**config.mk**
```make
export PLATFORM = sky130hd
export DESIGN_NAME = xgmii_tx_gap
export DESIGN_NICKNAME = d
export VERILOG_FILES = /design/src/rtl/xgmii_gap_pkg.sv /design/src/rtl/xgmii_lane_mapper.sv /design/src/rtl/xgmii_stretch_acc.sv /design/src/rtl/xgmii_gap_ctrl.sv /design/src/rtl/xgmii_tx_gap.sv
export SDC_FILE = /design/constraint.sdc
export NUM_CORES = 1
export LEC_CHECK = 0
export BUFFER_PORTS_ARGS = -buffer_cell sky130_fd_sc_hd__buf_4
export CORE_ASPECT_RATIO = 2
export CORE_MARGIN = 3
export CORE_UTILIZATION = 52
export CTS_CLUSTER_DIAMETER = 30
export DETAILED_ROUTE_END_ITERATION = 16
export PLACE_DENSITY = 0.82
export SETUP_SLACK_MARGIN = 0.02
export SLEW_MARGIN = 15
export SYNTH_ARGS = -nofsm -noshare
export SYNTH_HDL_FRONTEND = slang
export SYNTH_SLANG_ARGS = --single-unit
```
**constraint.sdc**
```tcl
create_clock -name clk -period 8.7 [get_ports clk]
set_input_delay 1.74 -clock clk [delete_from_list [all_inputs] [get_ports clk]]
set_output_delay 1.74 -clock clk [all_outputs]
set_load 0.02 [all_outputs]
```
**src/rtl/xgmii_gap_pkg.sv**
```systemverilog
// Shared character codes and state encoding for the transmit gap inserter.
// Assumes an eight-bit character per lane.
package xgmii_gap_pkg;
    localparam logic [7:0] CH_IDLE  = 8'h07;
    localparam logic [7:0] CH_START = 8'hFB;
    localparam logic [7:0] CH_TERM  = 8'hFD;

    typedef enum logic {
        ST_OPEN = 1'b0,   // frame words may be accepted
        ST_GAP  = 1'b1    // idle gap in progress, source held off
    } gap_state_e;
endpackage

```
**src/rtl/xgmii_lane_mapper.sv**
```systemverilog
// Builds one bus word from the current source word or from a gap request.
// Purely combinational. Assumes tail_cnt lies in 1..LANES whenever eop is set.
module xgmii_lane_mapper
    import xgmii_gap_pkg::*;
#(
    parameter int LANES = 8,
    parameter int CNT_W = 4
) (
    input  logic                 frame_word,
    input  logic                 term_word,
    input  logic                 sop,
    input  logic                 eop,
    input  logic [CNT_W-1:0]     tail_cnt,
    input  logic [8*LANES-1:0]   data,
    output logic [8*LANES-1:0]   txd,
    output logic [LANES-1:0]     txc,
    output logic [CNT_W-1:0]     data_cnt
);

    for (genvar i = 0; i < LANES; i++) begin : g_lane
        logic [7:0] lane_b;
        logic       lane_c;

        // Choose start, data, terminate or idle for this lane.
        always_comb begin
            if (frame_word && sop && (i == 0)) begin
                lane_c = 1'b1;
                lane_b = CH_START;
            end else if (frame_word && eop && (CNT_W'(i) >= tail_cnt)) begin
                lane_c = 1'b1;
                lane_b = (CNT_W'(i) == tail_cnt) ? CH_TERM : CH_IDLE;
            end else if (frame_word) begin
                lane_c = 1'b0;
                lane_b = data[8*i +: 8];
            end else if (term_word && (i == 0)) begin
                lane_c = 1'b1;
                lane_b = CH_TERM;
            end else begin
                lane_c = 1'b1;
                lane_b = CH_IDLE;
            end
        end

        assign txd[8*i +: 8] = lane_b;
        assign txc[i]        = lane_c;
    end

    // Count the lanes that leave as data, for the stretch accumulator.
    always_comb begin
        if (frame_word)
            data_cnt = (eop ? tail_cnt : CNT_W'(LANES)) - (sop ? CNT_W'(1) : CNT_W'(0));
        else
            data_cnt = '0;
    end

endmodule

```
**src/rtl/xgmii_stretch_acc.sv**
```systemverilog
// Rate-stretch accumulator: one extra idle byte per DIV data bytes, handed
// out at frame end in whole UNIT-byte steps, remainders carried onward.
// Assumes add_bytes never exceeds DIV, so at most one wrap per cycle.
module xgmii_stretch_acc #(
    parameter int CNT_W = 4,
    parameter int DIV   = 13,
    parameter int UNIT  = 4,
    parameter int EXT_W = 12,
    parameter int OUT_W = 19
) (
    input  logic             clk,
    input  logic             rst_n,
    input  logic             stretch_en,
    input  logic             count_en,
    input  logic [CNT_W-1:0] add_bytes,
    input  logic             close,
    output logic [OUT_W-1:0] extra_bytes
);

    localparam int REM_W = $clog2(DIV);
    localparam int SUM_W = ((REM_W > CNT_W) ? REM_W : CNT_W) + 1;

    logic [REM_W-1:0] rem_q;
    logic [EXT_W-1:0] ext_q;
    logic [SUM_W-1:0] rem_sum;
    logic             wrap;
    logic [REM_W-1:0] rem_nx;
    logic [EXT_W-1:0] ext_sum;
    logic [EXT_W-1:0] ext_round;

    // Add this word's data bytes and fold whole DIV-byte groups into extras.
    always_comb begin
        rem_sum   = SUM_W'(rem_q) + (count_en ? SUM_W'(add_bytes) : SUM_W'(0));
        wrap      = (rem_sum >= SUM_W'(DIV));
        rem_nx    = wrap ? REM_W'(rem_sum - SUM_W'(DIV)) : REM_W'(rem_sum);
        ext_sum   = ext_q + EXT_W'(wrap);
        ext_round = (ext_sum / EXT_W'(UNIT)) * EXT_W'(UNIT);
        extra_bytes = (stretch_en && close) ? OUT_W'(ext_round) : '0;
    end

    // Hold remainders while stretching; clear them when stretch is off.
    always_ff @(posedge clk) begin
        if (!rst_n || !stretch_en) begin
            rem_q <= '0;
            ext_q <= '0;
        end else begin
            rem_q <= rem_nx;
            ext_q <= close ? (ext_sum - ext_round) : ext_sum;
        end
    end


    rem_bound_chk: assert property (@(posedge clk) disable iff (!rst_n)
        rem_q < REM_W'(DIV));


    carry_below_unit_chk: assert property (@(posedge clk) disable iff (!rst_n)
        (close && stretch_en) |=> (ext_q < EXT_W'(UNIT)));

endmodule

```
**src/rtl/xgmii_gap_ctrl.sv**
```systemverilog
// Frame/gap sequencer: accepts source words, then after each frame end
// counts the remaining gap down in bytes, one word per enabled cycle.
// Assumes a frame's words arrive back to back once started.
module xgmii_gap_ctrl
    import xgmii_gap_pkg::*;
#(
    parameter int LANES     = 8,
    parameter int GAP_W     = 5,
    parameter int MIN_GAP   = 8,
    parameter int GAP_UNIT  = 4,
    parameter int CNT_W     = 4,
    parameter int GAP_CNT_W = 19
) (
    input  logic                 clk,
    input  logic                 rst_n,
    input  logic                 tx_enable,
    input  logic [GAP_W-1:0]     gap_cfg,
    input  logic                 src_valid,
    input  logic                 src_sop,
    input  logic                 src_eop,
    input  logic [CNT_W-1:0]     tail_cnt,
    input  logic [GAP_CNT_W-1:0] stretch_bytes,
    output logic                 src_ready,
    output logic                 accept,
    output logic                 close,
    output logic                 term_word
);

    gap_state_e           state_q;
    logic [GAP_CNT_W-1:0] gap_left_q;
    logic                 term_pend_q;
    logic [GAP_CNT_W-1:0] gap_total;
    logic [GAP_CNT_W-1:0] gap_done_in_word;
    logic                 gap_step;

    assign src_ready = tx_enable && (state_q == ST_OPEN);
    assign accept    = src_ready && src_valid;
    assign close     = accept && src_eop;
    assign gap_step  = (state_q == ST_GAP) && tx_enable;
    assign term_word = gap_step && term_pend_q;

    // Gap owed at frame end, less the idle lanes already in the last word.
    always_comb begin
        gap_total = GAP_CNT_W'(MIN_GAP)
                  + GAP_CNT_W'(gap_cfg) * GAP_CNT_W'(GAP_UNIT)
                  + stretch_bytes;
        gap_done_in_word = GAP_CNT_W'(LANES) - GAP_CNT_W'(tail_cnt);
    end

    // Enter the gap at frame end and leave once the remaining bytes are sent.
    always_ff @(posedge clk) begin
        if (!rst_n) begin
            state_q     <= ST_OPEN;
            gap_left_q  <= '0;
            term_pend_q <= 1'b0;
        end else if (close) begin
            state_q     <= ST_GAP;
            gap_left_q  <= gap_total - gap_done_in_word;
            term_pend_q <= (tail_cnt == CNT_W'(LANES));
        end else if (gap_step) begin
            term_pend_q <= 1'b0;
            if (gap_left_q <= GAP_CNT_W'(LANES)) begin
                state_q    <= ST_OPEN;
                gap_left_q <= '0;
            end else begin
                gap_left_q <= gap_left_q - GAP_CNT_W'(LANES);
            end
        end
    end


    gap_blocks_ready_chk: assert property (@(posedge clk) disable iff (!rst_n)
        close |=> !src_ready);


    gap_not_cut_chk: assert property (@(posedge clk) disable iff (!rst_n)
        (gap_step && (gap_left_q > GAP_CNT_W'(LANES))) |=> (state_q == ST_GAP));


    gap_frozen_chk: assert property (@(posedge clk) disable iff (!rst_n)
        ((state_q == ST_GAP) && !tx_enable) |=> $stable(gap_left_q));

endmodule

```
**src/rtl/xgmii_tx_gap.sv**
```systemverilog
// Transmit inter-frame gap inserter for an eight-lane single-data-rate bus.
// Maps source words to start/data/terminate lanes, inserts the programmed
// (optionally stretched) idle gap and registers the bus outputs.
// Assumes frames start on lane 0 and the source holds valid within a frame.
module xgmii_tx_gap
    import xgmii_gap_pkg::*;
#(
    parameter int LANES       = 8,
    parameter int GAP_W       = 5,
    parameter int MIN_GAP     = 8,
    parameter int GAP_UNIT    = 4,
    parameter int STRETCH_DIV = 13,
    parameter int EXT_W       = 12
) (
    input  logic                       clk,
    input  logic                       rst_n,
    input  logic                       tx_enable,
    input  logic [GAP_W-1:0]           gap_cfg,
    input  logic                       stretch_en,
    input  logic                       src_valid,
    input  logic                       src_sop,
    input  logic                       src_eop,
    input  logic [$clog2(LANES)-1:0]   src_tail,
    input  logic [8*LANES-1:0]         src_data,
    output logic                       src_ready,
    output logic [8*LANES-1:0]         xgmii_txd,
    output logic [LANES-1:0]           xgmii_txc
);

    localparam int DW        = 8 * LANES;
    localparam int CNT_W     = $clog2(LANES + 1);
    localparam int GAP_CNT_W = EXT_W + GAP_W + 2;

    logic [CNT_W-1:0]     tail_cnt;
    logic [CNT_W-1:0]     data_cnt;
    logic [GAP_CNT_W-1:0] stretch_bytes;
    logic                 accept;
    logic                 close;
    logic                 term_word;
    logic [DW-1:0]        txd_d;
    logic [LANES-1:0]     txc_d;

    assign tail_cnt = (src_tail == '0) ? CNT_W'(LANES) : CNT_W'(src_tail);

    xgmii_gap_ctrl #(
        .LANES(LANES), .GAP_W(GAP_W), .MIN_GAP(MIN_GAP),
        .GAP_UNIT(GAP_UNIT), .CNT_W(CNT_W), .GAP_CNT_W(GAP_CNT_W)
    ) u_ctrl (
        .clk(clk), .rst_n(rst_n), .tx_enable(tx_enable), .gap_cfg(gap_cfg),
        .src_valid(src_valid), .src_sop(src_sop), .src_eop(src_eop),
        .tail_cnt(tail_cnt), .stretch_bytes(stretch_bytes),
        .src_ready(src_ready), .accept(accept), .close(close),
        .term_word(term_word)
    );

    xgmii_lane_mapper #(.LANES(LANES), .CNT_W(CNT_W)) u_map (
        .frame_word(accept), .term_word(term_word), .sop(src_sop),
        .eop(src_eop), .tail_cnt(tail_cnt), .data(src_data),
        .txd(txd_d), .txc(txc_d), .data_cnt(data_cnt)
    );

    xgmii_stretch_acc #(
        .CNT_W(CNT_W), .DIV(STRETCH_DIV), .UNIT(GAP_UNIT),
        .EXT_W(EXT_W), .OUT_W(GAP_CNT_W)
    ) u_stretch (
        .clk(clk), .rst_n(rst_n), .stretch_en(stretch_en),
        .count_en(accept), .add_bytes(data_cnt), .close(close),
        .extra_bytes(stretch_bytes)
    );

    // Register the bus word; reset drives idle on every lane.
    always_ff @(posedge clk) begin
        if (!rst_n) begin
            xgmii_txd <= {LANES{CH_IDLE}};
            xgmii_txc <= '1;
        end else begin
            xgmii_txd <= txd_d;
            xgmii_txc <= txc_d;
        end
    end

    // ---- checks on the registered bus ----
    logic [LANES-1:0] term_hits;

    for (genvar i = 0; i < LANES; i++) begin : g_chk
        assign term_hits[i] = xgmii_txc[i] && (xgmii_txd[8*i +: 8] == CH_TERM);


        ctrl_code_chk: assert property (@(posedge clk) disable iff (!rst_n)
            xgmii_txc[i] |-> ((xgmii_txd[8*i +: 8] == CH_IDLE) ||
                              (xgmii_txd[8*i +: 8] == CH_START) ||
                              (xgmii_txd[8*i +: 8] == CH_TERM)));

        if (i > 0) begin : g_upper

            start_lane0_chk: assert property (@(posedge clk) disable iff (!rst_n)
                !(xgmii_txc[i] && (xgmii_txd[8*i +: 8] == CH_START)));
        end
    end


    single_term_chk: assert property (@(posedge clk) disable iff (!rst_n)
        $countones(term_hits) <= 1);


    disabled_idle_chk: assert property (@(posedge clk) disable iff (!rst_n)
        !tx_enable |=> ((xgmii_txc == '1) && (xgmii_txd == {LANES{CH_IDLE}})));

endmodule

```
==> impl_metrics.yaml <==
timing:
  slew_at_the_pin_closest_to_its_max_slew_limit_ps: 1050
  rsz0062_at_grt: "false"
  hold_ws_ps: 477
  finalCritPeriodShare: 0.817
  setup_viol: 0
  finalMaxSlewViolations: 0
  fmaxAchievable_ghz: 0.141
  setup_clock_skew_after_layout_ps: 5.71
  timing.slew.headroom: 0.302
  period_minus_slack_ps: 7110
  fin_tns_setup_ps: 0
  final_count_of_hold_timing_violations: 0
  setup_slack_ps: 1590
yosys:
  complex_gate_fraction_of_the_synthesized_area: 0.156
  yosys-mux-area-fraction: 0.00608
  synth_top_family_by_area: "simple AND/OR/NAND/NOR gates"
  yosys.cell_count.top_type: "sky130_fd_sc_hd__dfxtp_1"
  netlist.top_cell.by_area: "sky130_fd_sc_hd__dfxtp_1"
  syn-cell-area_sq_mm: 0.00514
  predominant_post_synthesis_flop_cell: "sky130_fd_sc_hd__dfxtp_1"
  synth_instances: 598
  post_synth_main_area_contributors: "sky130_fd_sc_hd__dfxtp_1 (42%), sky130_fd_sc_hd__ha_1 (7.1%), sky130_fd_sc_hd__nand2_1 (6.3%)"
  synth.distinct_cells: 56
  simple_gate_share_of_the_synthesized_area: 0.232
  post_synth_xor_xnor_area: 0.0477
  post_synth_most_frequent_cells: "sky130_fd_sc_hd__dfxtp_1 (109), sky130_fd_sc_hd__nand2_1 (86), sky130_fd_sc_hd__a21oi_1 (47), sky130_fd_sc_hd__nor2_1 (47), sky130_fd_sc_hd__ha_1 (29)"
  yosys_register_bits: 109
  synth.top_cell.area_share: 0.424
  ys_warn_count: 0
  postSynth.asyncResetShare: 0
  avgSynthCellArea_sq_um: 8.60
  synth_seq_area_share: 0.424
  synth_edf_count: 0
  yosys.area_share.adder: 0.0939
job:
  drv.max_cap_violation_count: 0
global_routing:
  grt_start_max_net_pins: 32
  grt_usage: 0.258
  grt.met1_usage: 0.256
  groute.layer.met3.usage: 0.0481
  vias_in_the_first_global_route: 4775
  antenna_violations_before_repair: 0
  grt_use_met2: 0.502
  globalRoute.busiestLayer: "met2"
  overflow: 0
  grt_pass1_wl_mm: 23.3
cts:
  cts_max_path_buffers: 2
  cts_buffers: 9
  clockRootBuffer: "sky130_fd_sc_hd__clkbuf_16"
  cts_tree: "yes"
  cts_hold_buffers: 0
  cells_resized_by_post_cts_repair: 0
  cts_sinks: 109
  worst_setup_hold_path_clk_slew_ps: 70
  insertion_delay_ps: 350
  post_cts_repair_setup_buffers: 0
  cts_htree_levels: 3
route:
  vias: 4865
  drt-vias-per-instance: 5.54
  detail_route.drc_violations: 0
  final_antenna_net_count: 0
  firstDrtPassIters: 5
  wl_per_cell_microns: 16.3
  drt_iter0_drc: 237
  drt_wl_total_mm: 14.3
critical_path:
  crit_path_max_fanout: 15
  worst_setup_path_start_kind: "input pin"
  critical_path.reg2reg.endpoint: "u_ctrl.gap_left_q[8]$_SDFFE_PN0P_"
  worstSetupEndpointType: "flop"
  r2r.worst_path.cells: 24
  critical_path_class: "input pin to flop"
  critical_path.reg2reg.startpoint: "u_ctrl.state_q$_SDFFE_PN0P_"
  reg2reg_slack_ps: 2820
  cp_data_arrival_time_ps: 7370
  data_required_critical_path_ps: 8960
floorplan:
  placementRows: 50
  die_area_sq_mm: 0.0112
  start_util: 0.541
  core_region_area_sq_mm: 0.00951
  io-pin-count: 152
  die_w_microns: 76.3
  fp.dieH_microns: 147
layout:
  syn2layout_area_growth_pct: 30.4
  n_diodes: 0
  layout.nets: 857
  final_layout_size_suffix_gt1_frac: 0.249
  fin_area_sq_mm: 0.00671
  fill_cells: 772
placement:
  io_buffer_count: 151
  post_dp_cell_area_sq_mm: 0.00637
  finalWeightedCongestion: 0.885
  dp_hpwl_mm: 11.0
  pre_cts_ws_ps: 1390
status:
  status: "finished clean"
power_and_ir_drop:
  swShare: 0.288
  power.ir.vdd_worst_uv: 131
  internal_power_w: 0.000900
  seqPwrFrac: 0.424
  static_leakage_nw: 3.09
  power_density_mw_per_mm2: 188
  power.switching_w: 0.000364
  power.share.combinational: 0.223
  clockPowerShare: 0.353
hold_path:
  hold_path_end: "u_ctrl.gap_left_q[17]$_SDFFE_PN0P_"
  hold_path.startpoint: "u_ctrl.gap_left_q[17]$_SDFFE_PN0P_"
  hold-path-cell-count: 2
  hold_path_class: "flop to flop"
-- cells by family after synthesis --
| group | count (synthesis) |
|---|---|
| flip-flops | 109 |
| AO/OA/AOI/OAI | 131 |
| XOR/XNOR | 28 |
| other | 2 |
| AND/OR/NAND/NOR | 240 |
| adder cells (fa/ha/maj) | 35 |
| buffers and inverters | 50 |
| multiplexers | 3 |
-- power groups by stage --
stage | combinational, W | sequential, W | clock (W)
2_1_floorplan | 0.000185 | 0.000556 | 0
6_report | 0.000282 | 0.000535 | 0.000447
4_1_cts | 0.000279 | 0.000535 | 0.000453
5_1_grt | 0.000309 | 0.000538 | 0.000473
3_3_place_gp | 0.000270 | 0.000546 | 0
3_5_place_dp | 0.000277 | 0.000547 | 0
-- through the flow --
| stage | utilization | std cells | power [W] |
|---|---|---|---|
| floorplan | - | 605 | 0.000742 |
| global placement | 0.670 | 862 | 0.000816 |
| detailed placement | 0.670 | 862 | 0.000824 |
| CTS | 0.705 | 878 | 0.00127 |
| global route | 0.705 | 878 | 0.00132 |
| finish | 0.705 | 878 | 0.00126 |
-- cell usage in the layout, fill, tap and decap left out, types with 10 or more instances in the layout --
master	netlist	layout
sky130_fd_sc_hd__nor3_1	11	11
sky130_fd_sc_hd__nand2_1	86	86
sky130_fd_sc_hd__xor2_1	15	15
sky130_fd_sc_hd__dfxtp_1	109	109
sky130_fd_sc_hd__a21oi_1	47	47
sky130_fd_sc_hd__ha_1	29	29
sky130_fd_sc_hd__nand2b_1	10	10
sky130_fd_sc_hd__or3_1	12	12
sky130_fd_sc_hd__nand3_1	23	23
sky130_fd_sc_hd__nor2_1	47	47
sky130_fd_sc_hd__xnor2_1	13	13
sky130_fd_sc_hd__o21ai_0	27	27
sky130_fd_sc_hd__a21o_1	16	16
sky130_fd_sc_hd__inv_1	25	25
sky130_fd_sc_hd__buf_4	0	152
-- layer usage --
layer  wire length (microns)  up-vias
met5                       0        -
met4                     478        0
met3                     780       31
met2                    8060      204
met1                    5020     2275
li1                        -     2355
-- flip-flops by register name, summed over array words and instances, names as in the netlist --
name / cells
u_stretch.rem_q: 4
u_ctrl.term_pend_q: 1
u_stretch.ext_q: 12
u_ctrl.gap_left_q: 19
xgmii_txd: 64
xgmii_txc: 8
u_ctrl.state_q: 1
-- worst max-delay path, cell delays in order --
cell and delay [ps]:
sky130_fd_sc_hd__buf_4 190, sky130_fd_sc_hd__nand2_1 100, sky130_fd_sc_hd__ha_1 220, sky130_fd_sc_hd__ha_1 280, sky130_fd_sc_hd__nor2_1 70, sky130_fd_sc_hd__fa_1 610, sky130_fd_sc_hd__inv_1 80, sky130_fd_sc_hd__ha_1 210
sky130_fd_sc_hd__o31a_1 260, sky130_fd_sc_hd__a21boi_0 480, sky130_fd_sc_hd__inv_1 100, sky130_fd_sc_hd__ha_1 260, sky130_fd_sc_hd__ha_1 240, sky130_fd_sc_hd__nand3_1 110, sky130_fd_sc_hd__xor2_1 200, sky130_fd_sc_hd__nor2_1 70
sky130_fd_sc_hd__ha_1 200, sky130_fd_sc_hd__or2_2 290, sky130_fd_sc_hd__ha_1 360, sky130_fd_sc_hd__nor2_1 70, sky130_fd_sc_hd__a211oi_1 510, sky130_fd_sc_hd__a21boi_0 260, sky130_fd_sc_hd__xnor2_1 190, sky130_fd_sc_hd__nand2_1 70
sky130_fd_sc_hd__a41oi_1 200
-- area by class of cell --
class,count,area (sq um),area share
inverter,25,93.8,0.0140
clock buffer,9,225,0.0336
multi-input combinational,446,2800,0.417
timing repair buffer,152,1140,0.170
tap,130,163,0.0243
clock inverter,7,106,0.0159
sequential,109,2180,0.325
-- worst max-delay path by stage --
stage | from | to | slack [ps] | cells after the start
after floorplan | src_tail[0] | u_ctrl.gap_left_q[17]$_SDFFE_PN0P_ | 1920 | 25
after global placement | src_tail[0] | u_ctrl.gap_left_q[8]$_SDFFE_PN0P_ | 1600 | 25
after detailed placement | src_tail[0] | u_ctrl.gap_left_q[14]$_SDFFE_PN0P_ | 1390 | 24
after CTS | src_tail[0] | u_ctrl.gap_left_q[14]$_SDFFE_PN0P_ | 1660 | 24
after global routing | src_tail[0] | u_ctrl.gap_left_q[14]$_SDFFE_PN0P_ | 1100 | 24
final | src_tail[0] | u_ctrl.gap_left_q[8]$_SDFFE_PN0P_ | 1590 | 25
Power figures use the tool's default switching activity.
